$ cat config.mk
export PLATFORM = sky130hd
export DESIGN_NAME = ea_gen
export DESIGN_NICKNAME = d
export VERILOG_FILES = /design/src/rtl/ea_pkg.sv /design/src/rtl/ea_idx_add.sv /design/src/rtl/ea_rel_add.sv /design/src/rtl/ea_gen.sv
export SDC_FILE = /design/constraint.sdc
export NUM_CORES = 1
export LEC_CHECK = 0
export CELL_PAD_IN_SITES_DETAIL_PLACEMENT = 1
export CELL_PAD_IN_SITES_GLOBAL_PLACEMENT = 2
export CORE_MARGIN = 3
export CORE_UTILIZATION = 30
export CTS_CLUSTER_SIZE = 40
export DETAILED_ROUTE_END_ITERATION = 10
export DONT_BUFFER_PORTS = 1
export PLACE_DENSITY_LB_ADDON = 0.3
export SYNTH_ARGS = -nofsm -noshare
export SYNTH_HDL_FRONTEND = slang
export SYNTH_SLANG_ARGS = --single-unit
$ cat constraint.sdc
create_clock -name clk_i -period 0.8 [get_ports clk_i]
set_input_delay 0 -clock clk_i [delete_from_list [all_inputs] [get_ports clk_i]]
set_output_delay 0 -clock clk_i [all_outputs]
set_load 0.1 [all_outputs]
$ cat src/rtl/ea_pkg.sv
package ea_pkg;
  localparam int unsigned BYTE_W = 8;
  localparam int unsigned ADDR_W = 2 * BYTE_W;

  typedef enum logic [1:0] {
    MODE_ABS = 2'd0,
    MODE_IDX = 2'd1,
    MODE_REL = 2'd2,
    MODE_RSV = 2'd3
  } ea_mode_e;
endpackage

$ cat src/rtl/ea_idx_add.sv
module ea_idx_add #(
  parameter int unsigned BYTE_W = 8,
  parameter int unsigned ADDR_W = 16
) (
  input  logic              sel_y_i,
  input  logic [ADDR_W-1:0] ix_i,
  input  logic [ADDR_W-1:0] iy_i,
  input  logic [BYTE_W-1:0] ofs_i,
  output logic [ADDR_W-1:0] sum_o
);
  localparam int unsigned PAD_W = ADDR_W - BYTE_W;

  logic [ADDR_W-1:0] base;

  assign base  = sel_y_i ? iy_i : ix_i;
  assign sum_o = base + {{PAD_W{1'b0}}, ofs_i};  // unsigned, wraps
endmodule

$ cat src/rtl/ea_rel_add.sv
module ea_rel_add #(
  parameter int unsigned BYTE_W = 8,
  parameter int unsigned ADDR_W = 16
) (
  input  logic              taken_i,
  input  logic [ADDR_W-1:0] pc_i,
  input  logic [BYTE_W-1:0] ofs_i,
  output logic [ADDR_W-1:0] next_pc_o
);
  localparam int unsigned PAD_W = ADDR_W - BYTE_W;

  logic [ADDR_W-1:0] ofs_ext;

  // Not taken gates the offset to zero rather than muxing a second path.
  assign ofs_ext   = taken_i ? {{PAD_W{ofs_i[BYTE_W-1]}}, ofs_i} : '0;
  assign next_pc_o = pc_i + ofs_ext;
endmodule

$ cat src/rtl/ea_gen.sv
module ea_gen
  import ea_pkg::*;
(
  input  logic              clk_i,
  input  logic              rst_ni,
  input  logic              in_valid_i,
  input  logic [1:0]        mode_i,
  input  logic [BYTE_W-1:0] opnd0_i,
  input  logic [BYTE_W-1:0] opnd1_i,
  input  logic              idx_y_i,
  input  logic [ADDR_W-1:0] ix_i,
  input  logic [ADDR_W-1:0] iy_i,
  input  logic [ADDR_W-1:0] pc_i,
  input  logic              br_taken_i,
  output logic              out_valid_o,
  output logic [1:0]        out_mode_o,
  output logic [ADDR_W-1:0] ea_o
);
  ea_mode_e          mode;
  logic [ADDR_W-1:0] idx_sum;
  logic [ADDR_W-1:0] rel_pc;
  logic [ADDR_W-1:0] ea_d;

  assign mode = ea_mode_e'(mode_i);

  ea_idx_add #(.BYTE_W(BYTE_W), .ADDR_W(ADDR_W)) u_idx (
    .sel_y_i (idx_y_i),
    .ix_i    (ix_i),
    .iy_i    (iy_i),
    .ofs_i   (opnd0_i),
    .sum_o   (idx_sum)
  );

  ea_rel_add #(.BYTE_W(BYTE_W), .ADDR_W(ADDR_W)) u_rel (
    .taken_i   (br_taken_i),
    .pc_i      (pc_i),
    .ofs_i     (opnd0_i),
    .next_pc_o (rel_pc)
  );

  always_comb begin
    unique case (mode)
      MODE_ABS: ea_d = {opnd0_i, opnd1_i};
      MODE_IDX: ea_d = idx_sum;
      MODE_REL: ea_d = rel_pc;
      default:  ea_d = pc_i;
    endcase
  end

  always_ff @(posedge clk_i or negedge rst_ni) begin
    if (!rst_ni) begin
      out_valid_o <= 1'b0;
      out_mode_o  <= 2'd0;
      ea_o        <= '0;
    end else begin
      out_valid_o <= in_valid_i;
      if (in_valid_i) begin
        out_mode_o <= mode_i;
        ea_o       <= ea_d;
      end
    end
  end
endmodule

==> results of run 1 <==
-- cell families (layout without fill, tap and decap cells) --
logic type | count (synthesis) | count (layout) | share of synthesized area [%]
simple gates | 109 | 109 | 20.10
compound gates | 99 | 99 | 24.61
mux | 31 | 31 | 15.27
buf+inv | 30 | 113 | 4.603
xor+xnor | 22 | 22 | 7.234
fa+ha+maj | 21 | 21 | 10.33
flops | 19 | 19 | 17.85
-- Yosys cell counts, types with 2 or more instances --
| cell type | instances |
|---|---|
| sky130_fd_sc_hd__a211oi_1 | 4 |
| sky130_fd_sc_hd__a21o_1 | 5 |
| sky130_fd_sc_hd__a21oi_1 | 26 |
| sky130_fd_sc_hd__a221oi_1 | 4 |
| sky130_fd_sc_hd__a31oi_1 | 2 |
| sky130_fd_sc_hd__a32oi_1 | 3 |
| sky130_fd_sc_hd__and2_1 | 9 |
| sky130_fd_sc_hd__and3_1 | 4 |
| sky130_fd_sc_hd__buf_1 | 2 |
| sky130_fd_sc_hd__buf_2 | 2 |
| sky130_fd_sc_hd__clkbuf_1 | 10 |
| sky130_fd_sc_hd__dfrtp_1 | 19 |
| sky130_fd_sc_hd__fa_1 | 2 |
| sky130_fd_sc_hd__ha_1 | 18 |
| sky130_fd_sc_hd__inv_1 | 15 |
| sky130_fd_sc_hd__mux2_2 | 13 |
| sky130_fd_sc_hd__mux2i_1 | 11 |
| sky130_fd_sc_hd__mux4_2 | 6 |
| sky130_fd_sc_hd__nand2_1 | 30 |
| sky130_fd_sc_hd__nand2b_1 | 5 |
| sky130_fd_sc_hd__nand3_1 | 10 |
| sky130_fd_sc_hd__nand3b_1 | 2 |
| sky130_fd_sc_hd__nor2_1 | 30 |
| sky130_fd_sc_hd__nor2b_1 | 5 |
| sky130_fd_sc_hd__nor3_1 | 5 |
| sky130_fd_sc_hd__o2111ai_1 | 3 |
| sky130_fd_sc_hd__o211a_1 | 2 |
| sky130_fd_sc_hd__o21a_1 | 5 |
| sky130_fd_sc_hd__o21ai_0 | 24 |
| sky130_fd_sc_hd__o21ai_1 | 2 |
| sky130_fd_sc_hd__o221ai_1 | 2 |
| sky130_fd_sc_hd__o22ai_1 | 2 |
| sky130_fd_sc_hd__o31ai_1 | 2 |
| sky130_fd_sc_hd__o32ai_1 | 3 |
| sky130_fd_sc_hd__or3_1 | 3 |
| sky130_fd_sc_hd__xnor2_1 | 19 |
| sky130_fd_sc_hd__xor2_1 | 3 |
-- through the flow --
stage          std cells  cell area, sq um  setup slack [ns]  util (%)  setup TNS [ns]
3_5_place_dp         505              3561            -1.342     42.28          -18.58
6_report             519              4252           -0.9960     50.48          -14.82
3_3_place_gp         505              3561            -1.282     42.28          -17.69
5_1_grt              519              4252            -1.045     50.48          -16.26
4_1_cts              515              4043           -0.9560     47.99          -21.01
2_1_floorplan        331              2898            -1.399         -          -19.23
-- worst paths after layout --
check,from,to,slack [ns],cells past startpoint
max,idx_y_i,ea_o[12]$_DFFE_PN0P_,-1.0,11
max in group asynchronous,rst_ni,out_mode_o[1]$_DFFE_PN0P_,0.09,2
min in group asynchronous,rst_ni,ea_o[13]$_DFFE_PN0P_,0.28,2
min reg2reg,ea_o[3]$_DFFE_PN0P_,ea_o[3]$_DFFE_PN0P_,0.57,1
max reg2reg,out_mode_o[1]$_DFFE_PN0P_,out_mode_o[1]$_DFFE_PN0P_,-0.07,1
min,in_valid_i,out_valid_o$_DFF_PN0_,-0.25,0
-- metal layers --
metal  track usage, %  share of wire, %  up-vias
li1                 -                 -     1390
met1            25.89                41     1420
met2            40.77                53       86
met3            4.309               4.8        6
met4            1.140              0.67        0
met5                0                 0        -
-- layout make-up --
type	count	area share [%]
timing repair buffer	94	22.75
tap	105	3.090
clock inverter	1	0.1177
sequential	19	11.83
inverter	15	1.324
clock buffer	3	0.9712
multi-input combinational	282	59.92
-- state kept, by name, indices dropped and copies added (netlist names) --
| name | flops |
|---|---|
| ea_o | 16 |
| out_mode_o | 2 |
| out_valid_o | 1 |
-- timing repair --
item,CTS,global route
resized for setup,83,41
hold buffers,3,2
buffers inserted,3,3
pin swaps,33,19
endpoints found under the hold margin,38,38
cloned,0,0
endpoints found under the setup margin,36,56
-- power groups by stage --
stage / Clock, uW / Sequential (uW) / Combinational, uW
after floorplan: 0 / 2380 / 1420
after global placement: 0 / 1260 / 3350
after detailed placement: 0 / 1260 / 3400
after CTS: 755 / 1310 / 3900
after global routing: 788 / 1350 / 4400
final: 743 / 1330 / 4170
==> qor.yml, run 1 <==
fill_cells: 961
clock_skew_ns: 0
clk_pin_slew_worst_paths_ns: 0.09
cts_htree_levels: 1
drt.antenna.violating_nets: 0
layout.cells.most_common: "sky130_fd_sc_hd__buf_4"
area_of_combinational_cells_with_multiple_inputs_sq_mm: 0.002547
critPathRequiredTime_ns: 0.95
maximum_net_fanout_on_the_critical_path: 20
numCtsBuffers: 3
pwr_per_cell_area_mw_per_mm2: 1470
synth_edf_count: 0
clock_insertion_delay_worst_skew_ns: 0.26
first_global_vias: 3094
synth_ff_type: "sky130_fd_sc_hd__dfrtp_1"
power.leakage_uw: 0.001730
placement_rows: 33
dp_hpwl_microns: 8527
vias: 2902
swShare_pct: 46.23
core_sq_mm: 0.008423
ioPinCount: 90
detailedRoute.firstIterationViolations: 150
critPathCaptureType: "flip-flop"
ys_seq_area_share_pct: 17.85
pwr-share-clk_pct: 11.9
worst_slew_margin_rel_pct: 61.32
run_status: "finished with violations"
worst_path_dominant_cell_family: "compound AO/OA/AOI/OAI gates"
comb_power_share_pct: 66.8
groute.usage.overall_pct: 21.44
clock_tree_from_tritoncts: "yes"
critPathArrivalTime_ns: 1.94
synthTopCellsByArea: "sky130_fd_sc_hd__dfrtp_1 (18%), sky130_fd_sc_hd__ha_1 (8.5%), sky130_fd_sc_hd__xnor2_1 (6.2%)"
nets: 506
crit_path_start_kind: "primary input"
cts.path.max_buffers: 2
die_area_sq_mm: 0.01005
yosys_warnings: 0
initial_cell_density_of_the_core_pct: 31.63
wl_microns: 11330
initial_antenna_violation_count: 0
share_of_yosys_cell_area_claimed_by_the_top_area_cell_type_pct: 17.85
fmax_mhz: 556.8
irDropWorstVdd_mv: 1.246
hold_viol_final: 19
cp_slowest_cell: "sky130_fd_sc_hd__mux2_4"
timing.final.crit_share_pct: 224.5
cp.buffers_inverters: 1
mappedNetlistNets: 422
register_area_sq_um: 503.0
synthDominantAreaCellType: "sky130_fd_sc_hd__dfrtp_1"
grt_pass1_wl_microns: 16860
place.gp.congestion: 0.8541
post_drt_wl_per_cell_microns: 21.84
via_per_inst: 5.592
synth_area_sq_mm: 0.002664
rsz0062_at_grt: "true"
internal_power_uw: 3361
syn2layout_area_growth_pct: 59.61
max_cap_violations: 0
tightest_slew_ns: 0.5802
hold_class: "in -> reg"
postLayoutSetupSlackWorst_ns: -0.9960
tritoncts_num_sinks: 19
share_of_layout_cells_above_drive_strength_1_pct: 50.48
commonest_non_fill_non_tap_cells_in_the_layout: "sky130_fd_sc_hd__buf_4 (61), sky130_fd_sc_hd__nand2_1 (29), sky130_fd_sc_hd__nor2_1 (26)"
netlist_instances: 331
path_class: "in -> reg"
ys_seq_elements: 19
fin_total_pwr_uw: 6251
max_stage_delay_ns: 0.30
timing.critical_path.cells: "mux2_4, ha_4, inv_2, fa_2, nor2b_2, o31a_1, o21ai_2, nor2_1, xnor2_1, a221oi_2, a21oi_1"
power.net_switching_uw: 2890
drt_drc: 0
holdWs_ns: -0.2481
clock_tree.root_cell: "sky130_fd_sc_hd__clkbuf_8"
global_route.overflow_total: 0
insertedDiodeCount: 0
final-setup-viol-count: 37
detail_route.first_pass.iterations: 4
die_w_microns: 100.2
synth-async-reset-ratio_pct: 100.0
layout_min_cycle_time_ns: 1.796
timing.final.max_slew_violations: 0
grt_start_max_net_pins: 33
seq_power_share_pct: 21.3
post_synth.cell_area_avg_sq_um: 8.048
number_of_distinct_standard_cells_referenced_by_the_synthesized_netlist: 56
chipHeight_microns: 100.2
failed_checks: "negative hold slack, negative setup slack"
numPortBuffers: 0
Power figures use the tool's default switching activity.
==> inputs of run 2 (changes only) <==
- CELL_PAD_IN_SITES_DETAIL_PLACEMENT: 1 -> unset
- CELL_PAD_IN_SITES_GLOBAL_PLACEMENT: 2 -> unset
- CTS_CLUSTER_SIZE: 40 -> 10
- SLEW_MARGIN: unset -> 30
==> run 2 against run 1 <==
The flow still finishes with violations (negative hold slack, negative setup slack). Largest power group unchanged. Sequential power barely moved. Critical endpoint is now ea_o[4]$_DFFE_PN0P_. Core utilization fell by 0.12 points. Non-clock buffer count rose by 2. Cell count rose by 0.39%. Die area did not move. Flip-flop and latch count did not move. Design area fell by 0.24%.
==> qor.yml, run 2 (synthesized netlist as in run 1, its figures left out) <==
hold_viol_final: 19  # unchanged
clk_pin_slew_worst_paths_ns: 0.08  # about the same
syn2layout_area_growth_pct: 59.23
initial_cell_density_of_the_core_pct: 31.63  # unchanged
placement_rows: 33  # unchanged
fin_util_pct: 50.36  # -0.12 points
first_global_vias: 2870  # -7.2%
swShare_pct: 45.49  # -0.74 points
layout_min_cycle_time_ns: 1.811  # +0.01461 ns
grt_start_max_net_pins: 33  # unchanged
rsz0062_at_grt: "true"
nets: 508  # +0.40%
clock_skew_ns: 0  # unchanged
wl_microns: 9577  # -16%
maximum_net_fanout_on_the_critical_path: 20  # unchanged
cts.path.max_buffers: 2  # unchanged
power.leakage_uw: 0.001739  # +0.49%
ioPinCount: 90  # unchanged
layout.cells.most_common: "sky130_fd_sc_hd__buf_4"
critPathArrivalTime_ns: 1.96  # +0.02 ns
fin_total_pwr_uw: 6179  # -1.2%
timing.final.max_slew_violations: 0  # unchanged
dp_hpwl_microns: 7488  # -12%
initial_antenna_violation_count: 0  # unchanged
timing.final.crit_share_pct: 226.3  # +1.8 points
cp_slowest_cell: "sky130_fd_sc_hd__mux4_2"
comb_power_share_pct: 66.9  # about the same
core_sq_mm: 0.008423  # unchanged
critPathCaptureType: "flip-flop"
critPathRequiredTime_ns: 0.95  # about the same
drt.antenna.violating_nets: 0  # unchanged
grt_pass1_wl_microns: 14710  # -13%
post_drt_wl_per_cell_microns: 18.38  # -16%
chipHeight_microns: 100.2  # unchanged
worst_slew_margin_rel_pct: 66.99  # +5.7 points
power.net_switching_uw: 2811  # -2.7%
holdWs_ns: -0.2458  # +0.002352 ns
global_route.overflow_total: 0  # unchanged
fmax_mhz: 552.3  # -0.81%
path_class: "in -> reg"
internal_power_uw: 3368  # +0.20%
max_cap_violations: 0  # unchanged
timing.critical_path.cells: "mux2_4, ha_4, inv_2, fa_2, nor2b_2, o31a_1, a21oi_2, mux4_2, mux2_4"
postLayoutSetupSlackWorst_ns: -1.011  # -0.01461 ns
run_status: "finished with violations"
cts_htree_levels: 1  # unchanged
place.gp.congestion: 0.8811  # +3.2%
numCtsBuffers: 3  # unchanged
share_of_layout_cells_above_drive_strength_1_pct: 48.80  # -1.7 points
failed_checks: "negative hold slack, negative setup slack"
drt_drc: 0  # unchanged
largest_register_ff_count: 16  # unchanged
die_w_microns: 100.2  # unchanged
via_per_inst: 5.522  # -1.2%
die_area_sq_mm: 0.01005  # unchanged
irDropWorstVdd_mv: 1.375  # +10%
detailedRoute.firstIterationViolations: 161  # +7.3%
tightest_slew_ns: 0.4951  # -0.08513 ns
max_stage_delay_ns: 0.46  # +0.16 ns
clock_tree.root_cell: "sky130_fd_sc_hd__clkbuf_8"
clock_tree_from_tritoncts: "yes"
clock_insertion_delay_worst_skew_ns: 0.26  # about the same
vias: 2877  # -0.86%
detail_route.first_pass.iterations: 4  # unchanged
crit_top_cell: "sky130_fd_sc_hd__mux2_4"
commonest_non_fill_non_tap_cells_in_the_layout: "sky130_fd_sc_hd__buf_4 (66), sky130_fd_sc_hd__nand2_1 (28), sky130_fd_sc_hd__nor2_1 (28)"
crit_path_start_kind: "primary input"
final-setup-viol-count: 37  # unchanged
regMostFlops: "ea_o"
timing.reg2reg.setup_slack_ns: -0.07  # about the same
pwr-share-clk_pct: 11.7  # -0.2 points
biggestRegsByFlops: "ea_o (16), out_mode_o (2), out_valid_o (1)"
groute.usage.overall_pct: 18.57  # -2.9 points
insertedDiodeCount: 0  # unchanged
numPortBuffers: 0  # unchanged
seq_power_share_pct: 21.4  # about the same
pwr_per_cell_area_mw_per_mm2: 1457  # -0.92%
tritoncts_num_sinks: 19  # unchanged
hold_class: "in -> reg"
setup_total_negative_slack_ns: -14.52  # +0.3031 ns
-- run 2: critical path: cells and delay by family --
| kind | cells | cell delay (ns) |
|---|---|---|
| adder cells (fa/ha/maj) | 2 | 0.53 |
| buffers and inverters | 1 | 0.04 |
| multiplexers | 3 | 0.92 |
| AO/OA/AOI/OAI | 2 | 0.31 |
| AND/OR/NAND/NOR | 1 | 0.16 |
-- run 2: repair_timing --
item | in CTS | in global routing
resized for setup | 80 | 34
endpoints found under the hold margin | 38 | 38
setup buffers | 4 | 6
pin swaps | 39 | 40
hold buffers | 2 | 3
setup endpoints to repair | 36 | 37
-- run 2: worst paths after layout --
kind / from / endpoint / cells past startpoint
max in group asynchronous: rst_ni / out_mode_o[0]$_DFFE_PN0P_ / 2
max reg2reg: out_mode_o[1]$_DFFE_PN0P_ / out_mode_o[1]$_DFFE_PN0P_ / 1
min reg2reg: ea_o[7]$_DFFE_PN0P_ / ea_o[7]$_DFFE_PN0P_ / 2
min: in_valid_i / out_valid_o$_DFF_PN0_ / 0
min in group asynchronous: rst_ni / ea_o[9]$_DFFE_PN0P_ / 2
max: idx_y_i / ea_o[4]$_DFFE_PN0P_ / 9
-- run 2: per-layer routing --
metal	part of all wire, %	up-vias	global-route usage [%]
met3	7.0	12	5.490
li1	-	1398	-
met2	50	85	32.26
met5	0	-	0
met1	42	1382	22.90
met4	1.3	0	3.420
-- run 2: power by group through the flow --
| stage | sequential [uW] | combinational (uW) | clock (uW) |
|---|---|---|---|
| global route | 1340 | 4380 | 782 |
| floorplan | 2380 | 1420 | 0 |
| global placement | 1260 | 3310 | 0 |
| detailed placement | 1260 | 3340 | 0 |
| CTS | 1310 | 3890 | 771 |
| finish | 1320 | 4130 | 724 |
-- run 2: area by class of cell --
class / instances / area [sq um]
Tap cell: 105 / 131.4
Multi-Input combinational cell: 282 / 2544
Timing Repair Buffer: 96 / 962.2
Inverter: 15 / 56.30
Clock buffer: 4 / 45.04
Sequential cell: 19 / 503.0
Fill cell: 786 / 4182
-- run 2: through the flow --
step | setup WS, ns | cell area (sq um) | instances
floorplan | -1.399 | 2898 | 331
global placement | -1.262 | 3546 | 503
detailed placement | -1.278 | 3546 | 503
CTS | -0.9450 | 4009 | 513
global route | -1.064 | 4242 | 521
finish | -1.011 | 4242 | 521
==> inputs of run 3 (changes only) <==
- CORE_MARGIN: 3 -> unset
- GPL_TIMING_DRIVEN: unset -> 0
==> run 3 against run 2 <==
Critical path depth rose by 4. Register-to-register slack worse by 0.24 ns. Flip-flop and latch count did not move. Core utilization fell by 9.3 points. Wire length shrank 5.5%. The run still ends with negative hold slack, negative setup slack left. Sequential share of layout area rose by 3.5 points. Design area shrank 16%. Clock skew stayed put. Clock-buffer cell count is 1 lower. Combinational power shrank 48%. Hold slack better by 0.22 ns.
==> qor.yml, run 3 (synthesized netlist as in run 1, its figures left out) <==
run_status: "finished with violations"
failed_checks: "negative hold slack, negative setup slack"
nets: 454  # -11%
via_per_inst: 5.691  # +3.1%
irDropWorstVdd_mv: 1.408  # +2.4%
clk_pin_slew_worst_paths_ns: 0.08  # about the same
max_stage_delay_ns: 0.31  # -0.15 ns
share_of_layout_cells_above_drive_strength_1_pct: 35.36  # -13 points
top_routing_layer_in_use: "met4"
timing.final.crit_share_pct: 258.5  # +32 points
place.gp.congestion: 0.8384  # -4.8%
timing.final.max_slew_violations: 0  # unchanged
setup_total_negative_slack_ns: -18.99  # -4.476 ns
global_route.overflow_total: 0  # unchanged
final-setup-viol-count: 37  # unchanged
clock_insertion_delay_worst_skew_ns: 0.27  # about the same
clock_skew_ns: 0  # unchanged
numCtsBuffers: 3  # unchanged
holdWs_ns: -0.02781  # +0.2179 ns
initial_antenna_violation_count: 0  # unchanged
postLayoutSetupSlackWorst_ns: -1.268  # -0.2576 ns
core_sq_mm: 0.008678  # +3.0%
grt_pass1_wl_microns: 14150  # -3.8%
tightest_slew_ns: 0.6638  # +0.1687 ns
detail_route.first_pass.iterations: 4  # unchanged
critPathRequiredTime_ns: 0.94  # about the same
power.leakage_uw: 0.001367  # -21%
initial_cell_density_of_the_core_pct: 30.69  # -0.93 points
layout_min_cycle_time_ns: 2.068  # +0.2576 ns
dp_hpwl_microns: 6934  # -7.4%
fmax_mhz: 483.5  # -12%
cp.buffers_inverters: 3  # +2
placement_rows: 34  # +3.0%
groute.usage.overall_pct: 20.33  # +1.8 points
max_cap_violations: 0  # unchanged
regMostFlops: "ea_o"
dr_wl_met3_microns: 1014  # +50%
die_area_sq_mm: 0.009260  # -7.8%
hold_class: "in -> reg"
tritoncts_num_sinks: 19  # unchanged
rsz0062_at_grt: "true"
fin_total_pwr_uw: 5353  # -13%
timing.critical_path.cells: "buf_12, clkbuf_16, mux2_4, ha_4, inv_2, fa_2, nor2b_2, o31a_1, o21ai_2, nor2_1, xnor2_1, a221oi_2, a21oi_1"
crit_path_start_kind: "primary input"
biggestRegsByFlops: "ea_o (16), out_mode_o (2), out_valid_o (1)"
fin_util_pct: 41.03  # -9.3 points
pwr_per_cell_area_mw_per_mm2: 1503  # +3.2%
insertedDiodeCount: 0  # unchanged
worst_slew_margin_rel_pct: 55.74  # -11 points
maximum_net_fanout_on_the_critical_path: 4  # -80%
detail_route.wirelength.met1_microns: 3803  # -4.9%
clock_tree_from_tritoncts: "yes"
die_w_microns: 96.23  # -4.0%
numPortBuffers: 0  # unchanged
vias: 2675  # -7.0%
cts_htree_levels: 1  # unchanged
path_class: "in -> reg"
cp_slowest_cell: "sky130_fd_sc_hd__mux2_4"
syn2layout_area_growth_pct: 33.68
met2_length_microns: 4072  # -15%
detailedRoute.firstIterationViolations: 220  # +37%
hold_viol_final: 1  # -18
ioPinCount: 90  # unchanged
drt.antenna.violating_nets: 0  # unchanged
largest_register_ff_count: 16  # unchanged
clock_tree.root_cell: "sky130_fd_sc_hd__clkbuf_8"
grt_start_max_net_pins: 20  # -39%
first_global_vias: 2725  # -5.1%
post_drt_wl_per_cell_microns: 19.26  # +4.8%
critPathArrivalTime_ns: 2.21  # +0.25 ns
critPathCaptureType: "flip-flop"
drt_drc: 0  # unchanged
worst_path_dominant_cell_family: "compound AO/OA/AOI/OAI gates"
cts.path.max_buffers: 2  # unchanged
wl_microns: 9050  # -5.5%
commonest_non_fill_non_tap_cells_in_the_layout: "sky130_fd_sc_hd__nand2_1 (29), sky130_fd_sc_hd__nor2_1 (29), sky130_fd_sc_hd__a21oi_1 (20)"
chipHeight_microns: 96.23  # -4.0%
-- run 3: changes by cell type in the layout (fill, tap and decap cells not counted), moves of 4 or more --
| cell | before | now |
|---|---|---|
| sky130_fd_sc_hd__and2_1 | 4 | 8 |
| sky130_fd_sc_hd__and2_4 | 5 | 1 |
| sky130_fd_sc_hd__buf_12 | 16 | 1 |
| sky130_fd_sc_hd__buf_4 | 66 | 17 |
| sky130_fd_sc_hd__buf_6 | 9 | 2 |
| sky130_fd_sc_hd__clkbuf_1 | 1 | 5 |
| sky130_fd_sc_hd__dfrtp_2 | 16 | 0 |
| sky130_fd_sc_hd__dfrtp_4 | 2 | 19 |
| sky130_fd_sc_hd__ha_1 | 4 | 9 |
| sky130_fd_sc_hd__ha_4 | 13 | 9 |
-- run 3: cell type report --
class	count	area [sq um]
fillers	869	5117
multi-input cells	282	2416
flip-flops and latches	19	546.8
repair buffers	27	240.2
well taps	108	135.1
plain buffers	15	120.1
inverters	15	56.30
clock buffers	3	41.29
clock inverters	1	5.005
-- run 3: stage by stage --
| step | worst slack, ns | instances | cell area, sq um |
|---|---|---|---|
| finish | -1.268 | 470 | 3561 |
| detailed placement | -1.708 | 439 | 3033 |
| global route | -1.328 | 470 | 3561 |
| global placement | -1.664 | 439 | 3033 |
| floorplan | -1.399 | 331 | 2898 |
| CTS | -1.218 | 465 | 3477 |
-- run 3: where the power goes --
part,internal (uW),leakage (uW),switching [uW]
clock,348,0.0000255,371
sequential,1210,0.000203,1280
combinational,1100,0.00114,1050
total,2650,0.00137,2700
-- run 3: per-layer routing --
layer	global-route usage [%]	up-vias
li1	-	1284
met1	26.07	1250
met2	33.10	124
met3	6.793	17
met4	3.980	0
met5	0	-
-- run 3: path summary, 6_finish.rpt --
check / depth (start not counted) / start / slack, ns / end
worst max-delay path: 13 / idx_y_i / -1.27 / ea_o[12]$_DFFE_PN0P_
worst min-delay path: 2 / opnd0_i[4] / -0.03 / ea_o[12]$_DFFE_PN0P_
worst max register to register: 2 / ea_o[10]$_DFFE_PN0P_ / -0.31 / ea_o[10]$_DFFE_PN0P_
worst min register to register: 2 / out_mode_o[0]$_DFFE_PN0P_ / 0.79 / out_mode_o[0]$_DFFE_PN0P_
max in group asynchronous: 2 / rst_ni / 0.24 / ea_o[3]$_DFFE_PN0P_
min in group asynchronous: 2 / rst_ni / 0.21 / out_mode_o[0]$_DFFE_PN0P_
-- run 3: timing repair --
action                                  in CTS  in global routing
gates resized for setup                     54                 14
pin swaps                                   34                 16
endpoints found under the setup margin      37                 37
hold buffers                                 6                  1
setup buffers                               15                  5
hold endpoints to repair                    26                 20
gates cloned                                 1                  0
